<file path="src/rtl/pwr_pkg.sv">
package pwr_pkg;

    localparam int NUM_CUTS = 4;

    typedef enum logic [2:0] {
        ST_ON     = 3'd0,
        ST_S1M    = 3'd1,
        ST_PREP   = 3'd2,
        ST_S3     = 3'd3,
        ST_S4     = 3'd4,
        ST_S5     = 3'd5,
        ST_RESUME = 3'd6
    } pwr_state_e;

    // Sleep states carry their own code as encoding, so a request code maps straight to a state.
    function automatic logic valid_target(input logic [2:0] code);
        return (code == 3'd1) || (code == 3'd3) || (code == 3'd4) || (code == 3'd5);
    endfunction

    function automatic logic is_sleep(input pwr_state_e s);
        return valid_target(s);
    endfunction

    // Minimum sleep code at which cut number g is asserted.
    function automatic logic [2:0] cut_level(input int g);
        case (g)
            0:       return 3'd1;
            1:       return 3'd3;
            2:       return 3'd4;
            default: return 3'd5;
        endcase
    endfunction

endpackage

</file>
<file path="src/rtl/tick_hold.sv">
module tick_hold #(
    parameter int LIMIT = 4
) (
    input  logic clk,
    input  logic rst_n,
    input  logic active,
    input  logic tick,
    output logic hit
);
    localparam int CW = $clog2(LIMIT + 1);

    typedef struct packed {
        logic [CW-1:0] cnt;
        logic          done;
        logic          hit;
    } hold_t;

    hold_t q, d;

    always_comb begin
        d     = q;
        d.hit = 1'b0;
        if (!active) begin
            d.cnt  = '0;
            d.done = 1'b0;
        end else if (tick && !q.done) begin
            if (q.cnt == CW'(LIMIT - 1)) begin
                d.cnt  = '0;
                d.done = 1'b1;
                d.hit  = 1'b1;
            end else begin
                d.cnt = q.cnt + 1'b1;
            end
        end
    end

    always_ff @(posedge clk or negedge rst_n) begin
        if (!rst_n) begin
            q <= '0;
        end else begin
            q <= d;
        end
    end

    assign hit = q.hit;
endmodule

</file>
<file path="src/rtl/sleep_decode.sv">
module sleep_decode
    import pwr_pkg::*;
(
    input  pwr_state_e           state,
    output logic [NUM_CUTS-1:0]  cut
);
    for (genvar g = 0; g < NUM_CUTS; g++) begin : g_cut
        assign cut[g] = is_sleep(state) && (3'(state) >= cut_level(g));
    end
endmodule

</file>
<file path="src/rtl/pwr_fsm.sv">
module pwr_fsm
    import pwr_pkg::*;
#(
    parameter int PREP_CYC = 8,
    parameter int EXIT_CYC = 8
) (
    input  logic                 clk,
    input  logic                 rst_n,
    input  logic                 btn_n,
    input  logic                 therm_n,
    input  logic                 ring_n,
    input  logic                 ring_en,
    input  logic                 req,
    input  logic [2:0]           req_type,
    input  logic                 pwr_good,
    input  logic                 ovr_hit,
    input  logic                 pg_hit,
    output logic [NUM_CUTS-1:0]  cut_n,
    output logic                 susp_n,
    output logic                 bus_rst_n,
    output logic                 sw_event,
    output logic                 working
);
    localparam int MAXC = (PREP_CYC > EXIT_CYC) ? PREP_CYC : EXIT_CYC;
    localparam int CW   = $clog2(MAXC + 1);

    typedef struct packed {
        pwr_state_e          state;
        logic [CW-1:0]       cnt;
        pwr_state_e          tgt;
        logic                lock;
        logic                btn_prev;
        logic                event_p;
        logic [NUM_CUTS-1:0] cut_n;
        logic                susp_n;
        logic                bus_rst_n;
    } fsm_t;

    fsm_t q, d;
    logic [NUM_CUTS-1:0] cut_next;
    logic press, in_sleep, wake, work_q;

    sleep_decode u_dec (
        .state (d.state),
        .cut   (cut_next)
    );

    always_comb begin
        press    = q.btn_prev & ~btn_n;
        in_sleep = is_sleep(q.state);
        work_q   = (q.state == ST_ON) || (q.state == ST_PREP) || (q.state == ST_RESUME);
        wake     = in_sleep & therm_n & (press | (ring_en & ~ring_n & ~q.lock));

        d          = q;
        d.event_p  = 1'b0;
        d.btn_prev = btn_n;

        if (ovr_hit) begin
            d.state = ST_S5;
            d.lock  = 1'b1;
        end else if (!therm_n) begin
            d.state = ST_S5;
        end else if (pg_hit && work_q) begin
            d.state = ST_S5;
        end else begin
            case (q.state)
                ST_ON: begin
                    if (press) begin
                        d.event_p = 1'b1;
                    end
                    if (req && valid_target(req_type)) begin
                        d.state = ST_PREP;
                        d.tgt   = pwr_state_e'(req_type);
                        d.cnt   = '0;
                    end
                end
                ST_PREP: begin
                    if (q.cnt == CW'(PREP_CYC - 1)) begin
                        d.state = q.tgt;
                    end else begin
                        d.cnt = q.cnt + 1'b1;
                    end
                end
                ST_RESUME: begin
                    if (q.cnt == CW'(EXIT_CYC - 1)) begin
                        d.state = ST_ON;
                    end else begin
                        d.cnt = q.cnt + 1'b1;
                    end
                end
                default: begin
                    if (wake) begin
                        d.state = ST_RESUME;
                        d.cnt   = '0;
                        d.lock  = 1'b0;
                    end
                end
            endcase
        end

        d.cut_n     = ~cut_next;
        d.susp_n    = (d.state == ST_ON);
        d.bus_rst_n = pwr_good && ((d.state == ST_ON) || (d.state == ST_PREP));
    end

    always_ff @(posedge clk or negedge rst_n) begin
        if (!rst_n) begin
            q.state     <= ST_ON;
            q.cnt       <= '0;
            q.tgt       <= ST_ON;
            q.lock      <= 1'b0;
            q.btn_prev  <= 1'b1;
            q.event_p   <= 1'b0;
            q.cut_n     <= '1;
            q.susp_n    <= 1'b1;
            q.bus_rst_n <= 1'b0;
        end else begin
            q <= d;
        end
    end

    assign cut_n     = q.cut_n;
    assign susp_n    = q.susp_n;
    assign bus_rst_n = q.bus_rst_n;
    assign sw_event  = q.event_p;
    assign working   = work_q;
endmodule

</file>
<file path="src/rtl/pwr_state_ctrl.sv">
module pwr_state_ctrl
    import pwr_pkg::*;
#(
    parameter int PREP_CYC  = 8,
    parameter int EXIT_CYC  = 8,
    parameter int OVR_TICKS = 131072,
    parameter int PG_TICKS  = 3
) (
    input  logic       clk,
    input  logic       rst_n,
    input  logic       slow_tick,
    input  logic       pwr_btn_n,
    input  logic       therm_trip_n,
    input  logic       ring_n,
    input  logic       ring_wake_en,
    input  logic       sleep_req,
    input  logic [2:0] sleep_type,
    input  logic       pwr_good,
    output logic       plane_cut1_n,
    output logic       plane_cut3_n,
    output logic       plane_cut4_n,
    output logic       plane_cut5_n,
    output logic       susp_warn_n,
    output logic       bus_rst_n,
    output logic       sw_event
);
    logic ovr_hit, pg_hit, working;
    logic [NUM_CUTS-1:0] cut_n;

    tick_hold #(.LIMIT(OVR_TICKS)) u_btn_hold (
        .clk    (clk),
        .rst_n  (rst_n),
        .active (~pwr_btn_n),
        .tick   (slow_tick),
        .hit    (ovr_hit)
    );

    tick_hold #(.LIMIT(PG_TICKS)) u_pg_filt (
        .clk    (clk),
        .rst_n  (rst_n),
        .active (~pwr_good & working),
        .tick   (slow_tick),
        .hit    (pg_hit)
    );

    pwr_fsm #(.PREP_CYC(PREP_CYC), .EXIT_CYC(EXIT_CYC)) u_fsm (
        .clk       (clk),
        .rst_n     (rst_n),
        .btn_n     (pwr_btn_n),
        .therm_n   (therm_trip_n),
        .ring_n    (ring_n),
        .ring_en   (ring_wake_en),
        .req       (sleep_req),
        .req_type  (sleep_type),
        .pwr_good  (pwr_good),
        .ovr_hit   (ovr_hit),
        .pg_hit    (pg_hit),
        .cut_n     (cut_n),
        .susp_n    (susp_warn_n),
        .bus_rst_n (bus_rst_n),
        .sw_event  (sw_event),
        .working   (working)
    );

    assign plane_cut1_n = cut_n[0];
    assign plane_cut3_n = cut_n[1];
    assign plane_cut4_n = cut_n[2];
    assign plane_cut5_n = cut_n[3];
endmodule

</file>
<file path="config.mk">
export PLATFORM = sky130hd
export DESIGN_NAME = pwr_state_ctrl
export DESIGN_NICKNAME = d
export VERILOG_FILES = /design/src/rtl/pwr_pkg.sv /design/src/rtl/tick_hold.sv /design/src/rtl/sleep_decode.sv /design/src/rtl/pwr_fsm.sv /design/src/rtl/pwr_state_ctrl.sv
export SDC_FILE = /design/constraint.sdc
export NUM_CORES = 1
export LEC_CHECK = 0
export ABC_AREA = 1
export ABC_CLOCK_PERIOD_IN_PS = 2360
export BUFFER_PORTS_ARGS = -buffer_cell sky130_fd_sc_hd__buf_2
export CORE_ASPECT_RATIO = 1.75
export CORE_MARGIN = 2
export CORE_UTILIZATION = 40
export DETAILED_ROUTE_END_ITERATION = 10
export GPL_ROUTABILITY_DRIVEN = 0
export PLACE_DENSITY_LB_ADDON = 0.2
export SYNTH_ARGS = -nofsm -noshare
export SYNTH_HDL_FRONTEND = slang
export SYNTH_SLANG_ARGS = --single-unit
</file>
<file path="constraint.sdc">
create_clock -name clk -period 2.36 [get_ports clk]
set_clock_uncertainty 0.05 [all_clocks]
set_input_delay 0.236 -clock clk [delete_from_list [all_inputs] [get_ports clk]]
set_output_delay 0.236 -clock clk [all_outputs]
set_load 0.02 [all_outputs]
</file>
==> flow_summary.yaml, run 1 <==
run_status:
  status: "completed"
synthesis:
  synth_top_area_cell: "dfrtp_1"
  synthFlopType: "dfrtp_1"
  yosysWarnings: 0
  async_flop_share: 1.00
  synth_top_area_share: 0.391
  synth-seq-cells: 43
  avgSynthCellArea_sq_um: 8.38
  syn_area_sq_um: 2370
  syn_inst: 283
  syn_nets: 297
  synth-edff-count: 0
  synth-seq-area-share: 0.457
  synthTopCellsByArea: "dfrtp_1, nand2_1, dfstp_2"
  ys_types: 36
die:
  dieArea_sq_um: 6580
  pin_count: 19
  core_area_sq_um: 5790
  initial_core_util: 0.410
  die_y_microns: 106
  num_rows: 37
  fp.dieW_microns: 62.2
layout:
  area_delta_synth_final_pct: 12.9
  final_common_cell: "nand2_1"
  multi_input_area_sq_um: 1140
  nNetsFinal: 323
  drive_gt1_frac: 0.261
  fillCellCount: 587
  regArea_sq_um: 1080
  diodes: 0
  final_cell_mix: "nand2_1, dfrtp_1, inv_1"
critical_path:
  cp-start-kind: "flip-flop"
  max_stage_delay_ns: 0.43
  cpMaxStageDelayCell: "dfrtp_1"
  endpoint_kind: "flip-flop"
  arrival_ns: 1.96
  timing.critical_path.buf_inv: 0
  worst-setup-path-type: "reg2reg"
  cpLargestDelayFamily: "simple AND/OR/NAND/NOR gates"
  crit_required_ns: 2.51
  crit_fanout: 17
  worstPathCellList: "ha_1 -> nand3_4 -> nor2_4 -> nand4_2 -> nand3_2 -> o21ai_0"
sta:
  finalSetupViolCount: 0
  finalHoldViolCount: 0
  slew_violations: 0
  worstMarginPinSlew_ns: 1.05
  fin_crit_ns: 1.81
  holdWs_ns: 0.0268
  relSlewSlack: 0.297
  fin_crit_sh: 0.767
  setup_tns_ns: 0
  rsz0062_at_grt: "false"
  fmax_ghz: 0.553
global_routing:
  grt-ovfl-total: 0
  grt_pass1_vias: 1903
  antenna_found_initial: 0
  grt_max_degree: 19
  grtUsageTotal: 0.165
  grt_first_pass_wirelength_mm: 8.54
power_and_ir_drop:
  vdd_drop_max_uv: 320
  power.density_nw_per_um2: 556
  cellLeakagePower_nw: 1.27
drt:
  drt-initial-drc-count: 85
  drtPass1Iterations: 4
  drc_errors: 0
  wire_per_inst_microns: 12.6
  via_per_inst: 4.87
  ant_nets: 0
  totalWireLength_mm: 4.90
  num_vias: 1889
cts:
  cts_buffers: 5
  clkTransAtPathRegs_ns: 0.08
  clk_path_buf_depth: 2
  clock_latency_ns: 0.30
  htree_levels: 2
  cts_sinks: 43
  root_buffer: "clkbuf_8"
  cts_tree: "built"
  post_cts_resize_count: 0
placed_design:
  portBuffers: 18
  hpwl_mm: 3.76
job:
  maxCapViolations: 0
hold_path:
  hp-class: "in2reg"
-- synthesized netlist by cell type (2+ instances only) --
cell and instances:
nor2_1 29, o21ai_2 9, a21oi_1 4, nor2_2 6, o31ai_2 2, nand3_1 22
nand3_2 2, nor3_1 4, dfrtp_1 37, o21ai_0 11, nand2_2 14, dfstp_2 6
ha_1 2, nand2_4 2, inv_2 4, nand4_1 2, inv_1 31, xnor2_1 5
xor2_1 10, nand2_1 65
-- worst reg2reg max path: cells and delay by family, from the launching register on --
family	cells	cell delay, ns
AND/OR/NAND/NOR	4	0.66
adder cells (fa/ha/maj)	1	0.27
AO/OA/AOI/OAI	1	0.32
flip-flops	1	0.43
-- cell type report --
cell class	count	share of cell area
clock inverter	3	0.0164
inverter	35	0.0491
multi-input combinational	203	0.424
sequential	43	0.405
timing repair buffer	21	0.0430
tap	78	0.0365
clock buffer	5	0.0257
-- stage by stage --
stage | utilization | worst slack (ns) | total power, mW | cell area, sq um | instances
after floorplan | - | 0.872 | 0.866 | 2370 | 283
after global placement | 0.441 | 0.550 | 0.916 | 2550 | 379
after detailed placement | 0.441 | 0.537 | 0.919 | 2550 | 379
after CTS | 0.462 | 0.502 | 1.51 | 2680 | 388
after global routing | 0.462 | 0.399 | 1.56 | 2680 | 388
final | 0.462 | 0.551 | 1.49 | 2680 | 388
-- metal layers --
metal	track usage	wire (microns)	share of wire
met5	0	0	0
met3	0.0277	94	0.019
met2	0.325	2880	0.59
met1	0.167	1830	0.37
met4	0.0651	99	0.020
-- logic make-up (layout without fill, tap and decap cells) --
kind of cell / Yosys count / count (layout) / synth area share
buffers and inverters: 37 / 64 / 0.0638
xor gates and xnor gates: 15 / 15 / 0.0554
and+or+nand+nor: 154 / 154 / 0.317
DFF: 43 / 43 / 0.457
adders and majority gates: 2 / 2 / 0.0106
AOI/OAI and AO/OA: 32 / 32 / 0.0966
-- final timing paths --
check                           startpoint               end  slack (ns)  cells past startpoint
setup / recovery           u_btn_hold.q[2]   u_btn_hold.q[8]        0.55                      6
hold / removal                   pwr_btn_n        u_fsm.q[7]        0.03                      1
setup reg to reg           u_btn_hold.q[2]   u_btn_hold.q[8]        0.55                      6
hold reg to reg             u_btn_hold.hit        u_fsm.q[8]        0.42                      1
max in group asynchronous            rst_n        u_fsm.q[7]        1.32                      3
min in group asynchronous            rst_n  u_btn_hold.q[13]        0.33                      2
-- where the power goes --
| part | internal, mW | leakage (nW) | total, mW | switching (mW) |
|---|---|---|---|---|
| registers | 0.760 | 0.563 | 0.772 | 0.0118 |
| logic | 0.0399 | 0.652 | 0.130 | 0.0899 |
| clock network | 0.315 | 0.0581 | 0.586 | 0.271 |
| total | 1.12 | 1.27 | 1.49 | 0.373 |
-- sequential cells by signal, summed over array words and instances, names as in the netlist --
register,flops
u_btn_hold.q,19
u_fsm.q,12
u_fsm.cut_n,4
u_pg_filt.q,3
u_btn_hold.hit,1
u_fsm.bus_rst_n,1
u_fsm.susp_n,1
u_fsm.sw_event,1
u_pg_filt.hit,1
-- timing repair --
action,CTS,global route
endpoints found under the hold margin,12,0
setup buffers,0,0
hold buffers,1,0
Note: power is estimated with default switching activity, not from simulation.
==> run 2, diff against run 1 <==
--- a/config.mk
+++ b/config.mk
@@ -6,7 +6,7 @@
 export NUM_CORES = 1
 export LEC_CHECK = 0
 export ABC_AREA = 1
-export ABC_CLOCK_PERIOD_IN_PS = 2360
+export ABC_CLOCK_PERIOD_IN_PS = 1550
 export BUFFER_PORTS_ARGS = -buffer_cell sky130_fd_sc_hd__buf_2
 export CORE_ASPECT_RATIO = 1.75
 export CORE_MARGIN = 2
==> constraint.sdc (replaced) <==
create_clock -name clk -period 1.55 [get_ports clk]
set_clock_uncertainty 0.05 [all_clocks]
set_input_delay 0.155 -clock clk [delete_from_list [all_inputs] [get_ports clk]]
set_output_delay 0.155 -clock clk [all_outputs]
set_load 0.02 [all_outputs]
==> run 2 against run 1 <==
Against the previous run:
- count of clock-buffer cells in the layout rose by 2
- largest cell class unchanged
- design area rose by 9.2%
- utilization grew 4.3 points
- non-clock buffer count is 16 higher
- total power increased by 52%
- fmax rose by 21%
- combinational power grew 81%
- largest power group unchanged
==> flow_summary.yaml, run 2 (synthesis results as in run 1) <==
drt:
  wire_per_inst_microns: 12.0
  ant_nets: 0
  drt-initial-drc-count: 37
  drc_errors: 0
  num_vias: 1900
  drtPass1Iterations: 4
  totalWireLength_mm: 4.86
  via_per_inst: 4.70
power_and_ir_drop:
  vdd_drop_max_uv: 545
  pwr-share-seq: 0.520
  power.clock.fraction: 0.376
  switching_share: 0.235
  cellLeakagePower_nw: 1.36
  p_total_mw: 2.26
  p_int_mw: 1.73
  combPwrFrac: 0.104
  power.density_nw_per_um2: 773
  power.switching_mw: 0.530
global_routing:
  grt-ovfl-total: 0
  grt_max_degree: 44
  antenna_found_initial: 0
  grt_pass1_vias: 1961
  grt_first_pass_wirelength_mm: 8.54
  grtUsageTotal: 0.164
layout:
  diodes: 0
  fillCellCount: 576
  max_flop_register: "u_btn_hold.q"
  utilization: 0.505
  regArea_sq_um: 1090
  nNetsFinal: 339
  area_delta_synth_final_pct: 23.3
  drive_gt1_frac: 0.350
  largestRegisters: "u_btn_hold.q (19), u_fsm.q (12), u_fsm.cut_n (4)"
  multi_input_area_sq_um: 1220
  finalNonFillerCells: 404
  final_common_cell: "nand2_1"
  largest_reg_flops: 19
  final_cell_mix: "nand2_1, dfrtp_1, inv_1"
critical_path:
  crit_required_ns: 1.68
  worstReg2RegStart: "u_btn_hold.q[2]"
  cp-start-kind: "flip-flop"
  crit_fanout: 8
  worst-setup-path-type: "reg2reg"
  arrival_ns: 1.63
  critPathLaunch: "u_btn_hold.q[2]"
  endpoint_kind: "flip-flop"
die:
  fp.dieW_microns: 62.2
  core_area_sq_um: 5790
  initial_core_util: 0.410
  die_y_microns: 106
  pin_count: 19
  dieArea_sq_um: 6580
  num_rows: 37
placed_design:
  dp_cells: 388
  portBuffers: 18
  hpwl_mm: 3.63
  place_ws_ns: -0.0879
sta:
  rsz0062_at_grt: "true"
  relSlewSlack: 0.713
  holdWs_ns: 0.0200
  finalSetupViolCount: 0
  fin_crit_sh: 0.968
  slew_violations: 0
  fmax_ghz: 0.666
  fin_crit_ns: 1.50
  worstMarginPinSlew_ns: 0.427
  setup_ws_ns: 0.0495
  finalHoldViolCount: 0
cts:
  root_buffer: "clkbuf_8"
  cts_sinks: 43
  htree_levels: 2
  clock_latency_ns: 0.29
  cts_tree: "built"
  clkTransAtPathRegs_ns: 0.08
  cts_buffers: 5
  clk_path_buf_depth: 2
run_status:
  status: "completed"
job:
  maxCapViolations: 0
hold_path:
  hp-start: "pwr_btn_n"
  hp-class: "in2reg"
-- run 2: changes by cell type in the layout (fill, tap and decap cells not counted), sizes merged --
| cell | delta |
|---|---|
| buf | +14 |
| clkbuf | +3 |
| clkinv | -2 |
| dlygate4sd3 | +1 |
-- run 2: final timing paths --
kind                                     to  slack, ns  cells after the start
max                        u_btn_hold.q[11]       0.05                      7
min                          u_btn_hold.hit       0.02                      2
max reg2reg                u_btn_hold.q[11]       0.05                      7
min reg2reg                      u_fsm.q[8]       0.41                      1
max in group asynchronous        u_fsm.q[7]       0.85                      3
min in group asynchronous        u_fsm.q[9]       0.31                      3
-- run 2: worst max-delay path, cell delays in order (launching register included) --
cell	delay [ns]
dfrtp_1	0.41
ha_4	0.17
nand3_4	0.11
nor2_4	0.16
nand4_2	0.12
nand3_2	0.13
clkbuf_16	0.18
o21ai_1	0.07
-- run 2: through the flow --
step | cell area, sq um | TNS (ns)
after CTS | 2790 | 0
after detailed placement | 2650 | -0.189
after global placement | 2650 | -0.160
after global routing | 2920 | -0.0632
final | 2920 | 0
after floorplan | 2370 | 0
-- run 2: power by group through the flow --
stage	clock [mW]	sequential [mW]	combinational, mW
2_1_floorplan	0	1.21	0.105
3_3_place_gp	0	1.19	0.219
3_5_place_dp	0	1.20	0.219
4_1_cts	0.880	1.17	0.224
5_1_grt	0.933	1.18	0.266
6_report	0.849	1.18	0.235
-- run 2: repair_timing --
action | 4_1_cts | 5_1_grt
pin swaps | 0 | 2
setup buffers | 1 | 4
gates resized for setup | 4 | 22
hold buffers | 2 | 0
setup endpoints to repair | 4 | 26
endpoints found under the hold margin | 38 | 0
gates cloned | 0 | 1
-- run 2: final cells by class --
| cell class | count | area share |
|---|---|---|
| inverters | 35 | 0.0449 |
| clock buffers | 7 | 0.0261 |
| clock inverters | 1 | 0.0103 |
| multi-input cells | 203 | 0.417 |
| repair buffers | 37 | 0.0959 |
| well taps | 78 | 0.0334 |
| flip-flops and latches | 43 | 0.372 |
-- run 2: per-layer routing --
metal	routed length [microns]	up-vias	GRT usage	share of wire
met2	2740	20	0.323	0.56
met3	67	12	0.0224	0.014
met5	0	-	0	0
met4	148	0	0.0762	0.030
li1	-	980	-	-
met1	1900	888	0.165	0.39
==> run 3, diff against run 2 <==
--- a/config.mk
+++ b/config.mk
@@ -5,8 +5,7 @@
 export SDC_FILE = /design/constraint.sdc
 export NUM_CORES = 1
 export LEC_CHECK = 0
-export ABC_AREA = 1
-export ABC_CLOCK_PERIOD_IN_PS = 1550
+export ABC_CLOCK_PERIOD_IN_PS = 1430
 export BUFFER_PORTS_ARGS = -buffer_cell sky130_fd_sc_hd__buf_2
 export CORE_ASPECT_RATIO = 1.75
 export CORE_MARGIN = 2
==> constraint.sdc (replaced) <==
create_clock -name clk -period 1.43 [get_ports clk]
set_clock_uncertainty 0.05 [all_clocks]
set_input_delay 0.143 -clock clk [delete_from_list [all_inputs] [get_ports clk]]
set_output_delay 0.143 -clock clk [all_outputs]
set_load 0.02 [all_outputs]
==> run 3 against run 2 <==
Against the previous run:
- the run now ends with setup timing left
- sequential power grew 12%
- critical path depth shrank 2
- via count grew 7.3%
- design area grew 14%
- worst setup slack lost 0.28 ns
- flip-flop and latch count is the same
- synthesized area shrank 8.3%
- total power grew 14%
- largest cell class unchanged
- largest power group unchanged
==> flow_summary.yaml, run 3 <==
cts:
  root_buffer: "clkbuf_8"
  clock_latency_ns: 0.30
  cts_tree: "built"
  htree_levels: 2
  cts_buffers: 5
  cts_sinks: 43
  clkTransAtPathRegs_ns: 0.08
  clk_path_buf_depth: 2
synthesis:
  avgSynthCellArea_sq_um: 9.83
  ys_types: 46
  synth-edff-count: 0
  synth.most_common_cell: "dfrtp_1"
  synth_top_area_cell: "dfrtp_1"
  syn_inst: 221
  async_flop_share: 1.00
  syn_area_sq_um: 2170
  ys_top_cells_by_count: "dfrtp_1, nand2_1, nor2_1"
  synthFlopType: "dfrtp_1"
  synth-seq-cells: 43
  synth-seq-area-share: 0.499
  synthTopCellsByArea: "dfrtp_1, dfstp_2, nand2_1"
  syn_nets: 235
  synth_top_area_share: 0.426
  yosysWarnings: 0
critical_path:
  r2r_cells: 5
  crit_required_ns: 1.56
  worst-setup-path-type: "reg2reg"
  arrival_ns: 1.79
  endpoint_kind: "flip-flop"
  crit_fanout: 3
  cp-start-kind: "flip-flop"
power_and_ir_drop:
  power.density_nw_per_um2: 773
  p_total_mw: 2.58
  vdd_drop_max_uv: 633
  cellLeakagePower_nw: 1.58
global_routing:
  grtUsageTotal: 0.211
  grt_first_pass_wirelength_mm: 9.60
  top_usage_layer: "met2"
  antenna_found_initial: 0
  met1_usage: 0.223
  grt-ovfl-total: 0
  grt_max_degree: 44
  grt_pass1_vias: 2109
  grt_use_met3: 0.0294
  grt_util_met2: 0.391
sta:
  finalSetupViolCount: 38
  finalHoldViolCount: 0
  fin_crit_sh: 1.16
  slew_violations: 0
  relSlewSlack: 0.632
  fin_crit_ns: 1.67
  rsz0062_at_grt: "true"
  worstMarginPinSlew_ns: 0.549
  fmax_ghz: 0.600
  setup_ws_ns: -0.235
layout:
  nNetsFinal: 335
  area_delta_synth_final_pct: 53.8
  diodes: 0
  drive_gt1_frac: 0.550
  finalNonFillerCells: 377
  largest_reg_flops: 19
  utilization: 0.636
  max_flop_register: "u_btn_hold.q"
  largestRegisters: "u_btn_hold.q (19), u_fsm.q (12), u_fsm.cut_n (4)"
  final_common_cell: "buf_4"
  final_cell_mix: "buf_4, dfrtp_1, buf_2"
die:
  initial_core_util: 0.414
  dieArea_sq_um: 6060
  die_y_microns: 102
  fp.dieW_microns: 59.7
  core_area_sq_um: 5260
  pin_count: 19
  num_rows: 35
placed_design:
  portBuffers: 18
  hpwl_mm: 4.03
  dp_cells: 352
drt:
  totalWireLength_mm: 5.94
  drtPass1Iterations: 4
  num_vias: 2039
  ant_nets: 0
  drc_errors: 0
  wire_per_inst_microns: 15.8
  via_per_inst: 5.41
  drt-initial-drc-count: 79
hold_path:
  hp-class: "in2reg"
  hold_path_depth: 3
run_status:
  violations: "setup timing"
  status: "complete, but fails checks"
job:
  maxCapViolations: 0
[run 3: cell types whose count changed after synthesis, moves of 8 or more]
cell and change:
a31oi_1 +11, inv_1 -23, nand2_1 -43, nand2_2 -14, nand3_1 -8, nor2_1 -8
o21ai_2 -8
[run 3: worst paths after layout]
| kind | from | to | slack, ns |
|---|---|---|---|
| worst max-delay path | u_btn_hold.q[7] | u_btn_hold.q[17] | -0.24 |
| worst min-delay path | pwr_good | u_fsm.bus_rst_n | 0.008 |
| worst max register to register | u_btn_hold.q[7] | u_btn_hold.q[17] | -0.24 |
| worst min register to register | u_btn_hold.hit | u_fsm.q[8] | 0.42 |
| max in group asynchronous | rst_n | u_fsm.cut_n[0] | 0.77 |
| min in group asynchronous | rst_n | u_pg_filt.q[2] | 0.29 |
[run 3: critical path: stages, from the launching register on]
cell and delay, ns:
dfrtp_1 0.43, nand2_2 0.09, or3_4 0.40, or3_4 0.36, o21ai_2 0.12, a31oi_1 0.09
[run 3: kinds of logic (layout without fill, tap and decap cells)]
logic type	Yosys count	in the layout	synth area share
flops	43	43	0.499
xor+xnor	4	4	0.0161
fa+ha+maj	2	2	0.0115
simple gates	99	99	0.248
buf+inv	14	114	0.0282
mux	6	6	0.0299
compound gates	53	54	0.168
[run 3: layer usage]
layer  share of wire  up-vias
met5               0        -
li1                -      995
met2            0.58       31
met3           0.020       18
met1            0.35      995
met4           0.043        0
[run 3: what timing repair did]
item	CTS	global route
setup buffers	13	5
resized for setup	47	22
pin swaps	20	24
hold buffers	1	0
endpoints found under the hold margin	37	0
endpoints found under the setup margin	39	42
gates cloned	1	0
[run 3: metrics by stage]
stage	TNS, ns	setup WS, ns	hold WS [ns]	area (sq um)
finish	-5.16	-0.235	0.00760	3340
global route	-8.22	-0.323	0.00785	3340
CTS	-4.85	-0.217	0.00147	3240
detailed placement	-5.56	-0.273	0.0891	2850
global placement	-4.75	-0.222	0.0864	2850
floorplan	-1.97	-0.214	-0.203	2250
[run 3: cell type report]
| class | instances | area (sq um) |
|---|---|---|
| Inverter | 8 | 30.0 |
| Timing Repair Buffer | 98 | 747 |
| Clock buffer | 6 | 72.6 |
| Tap cell | 55 | 68.8 |
| Sequential cell | 43 | 1080 |
| Clock inverter | 2 | 12.5 |
| Multi-Input combinational cell | 165 | 1330 |
| Fill cell | 443 | 1910 |
[run 3: power breakdown]
group          total [mW]  leakage, nW  switching (mW)  internal [mW]
registers            1.32        0.563          0.0396           1.28
clock network       0.760       0.0412           0.419          0.342
logic               0.501        0.973           0.246          0.255
total                2.58         1.58           0.704           1.88
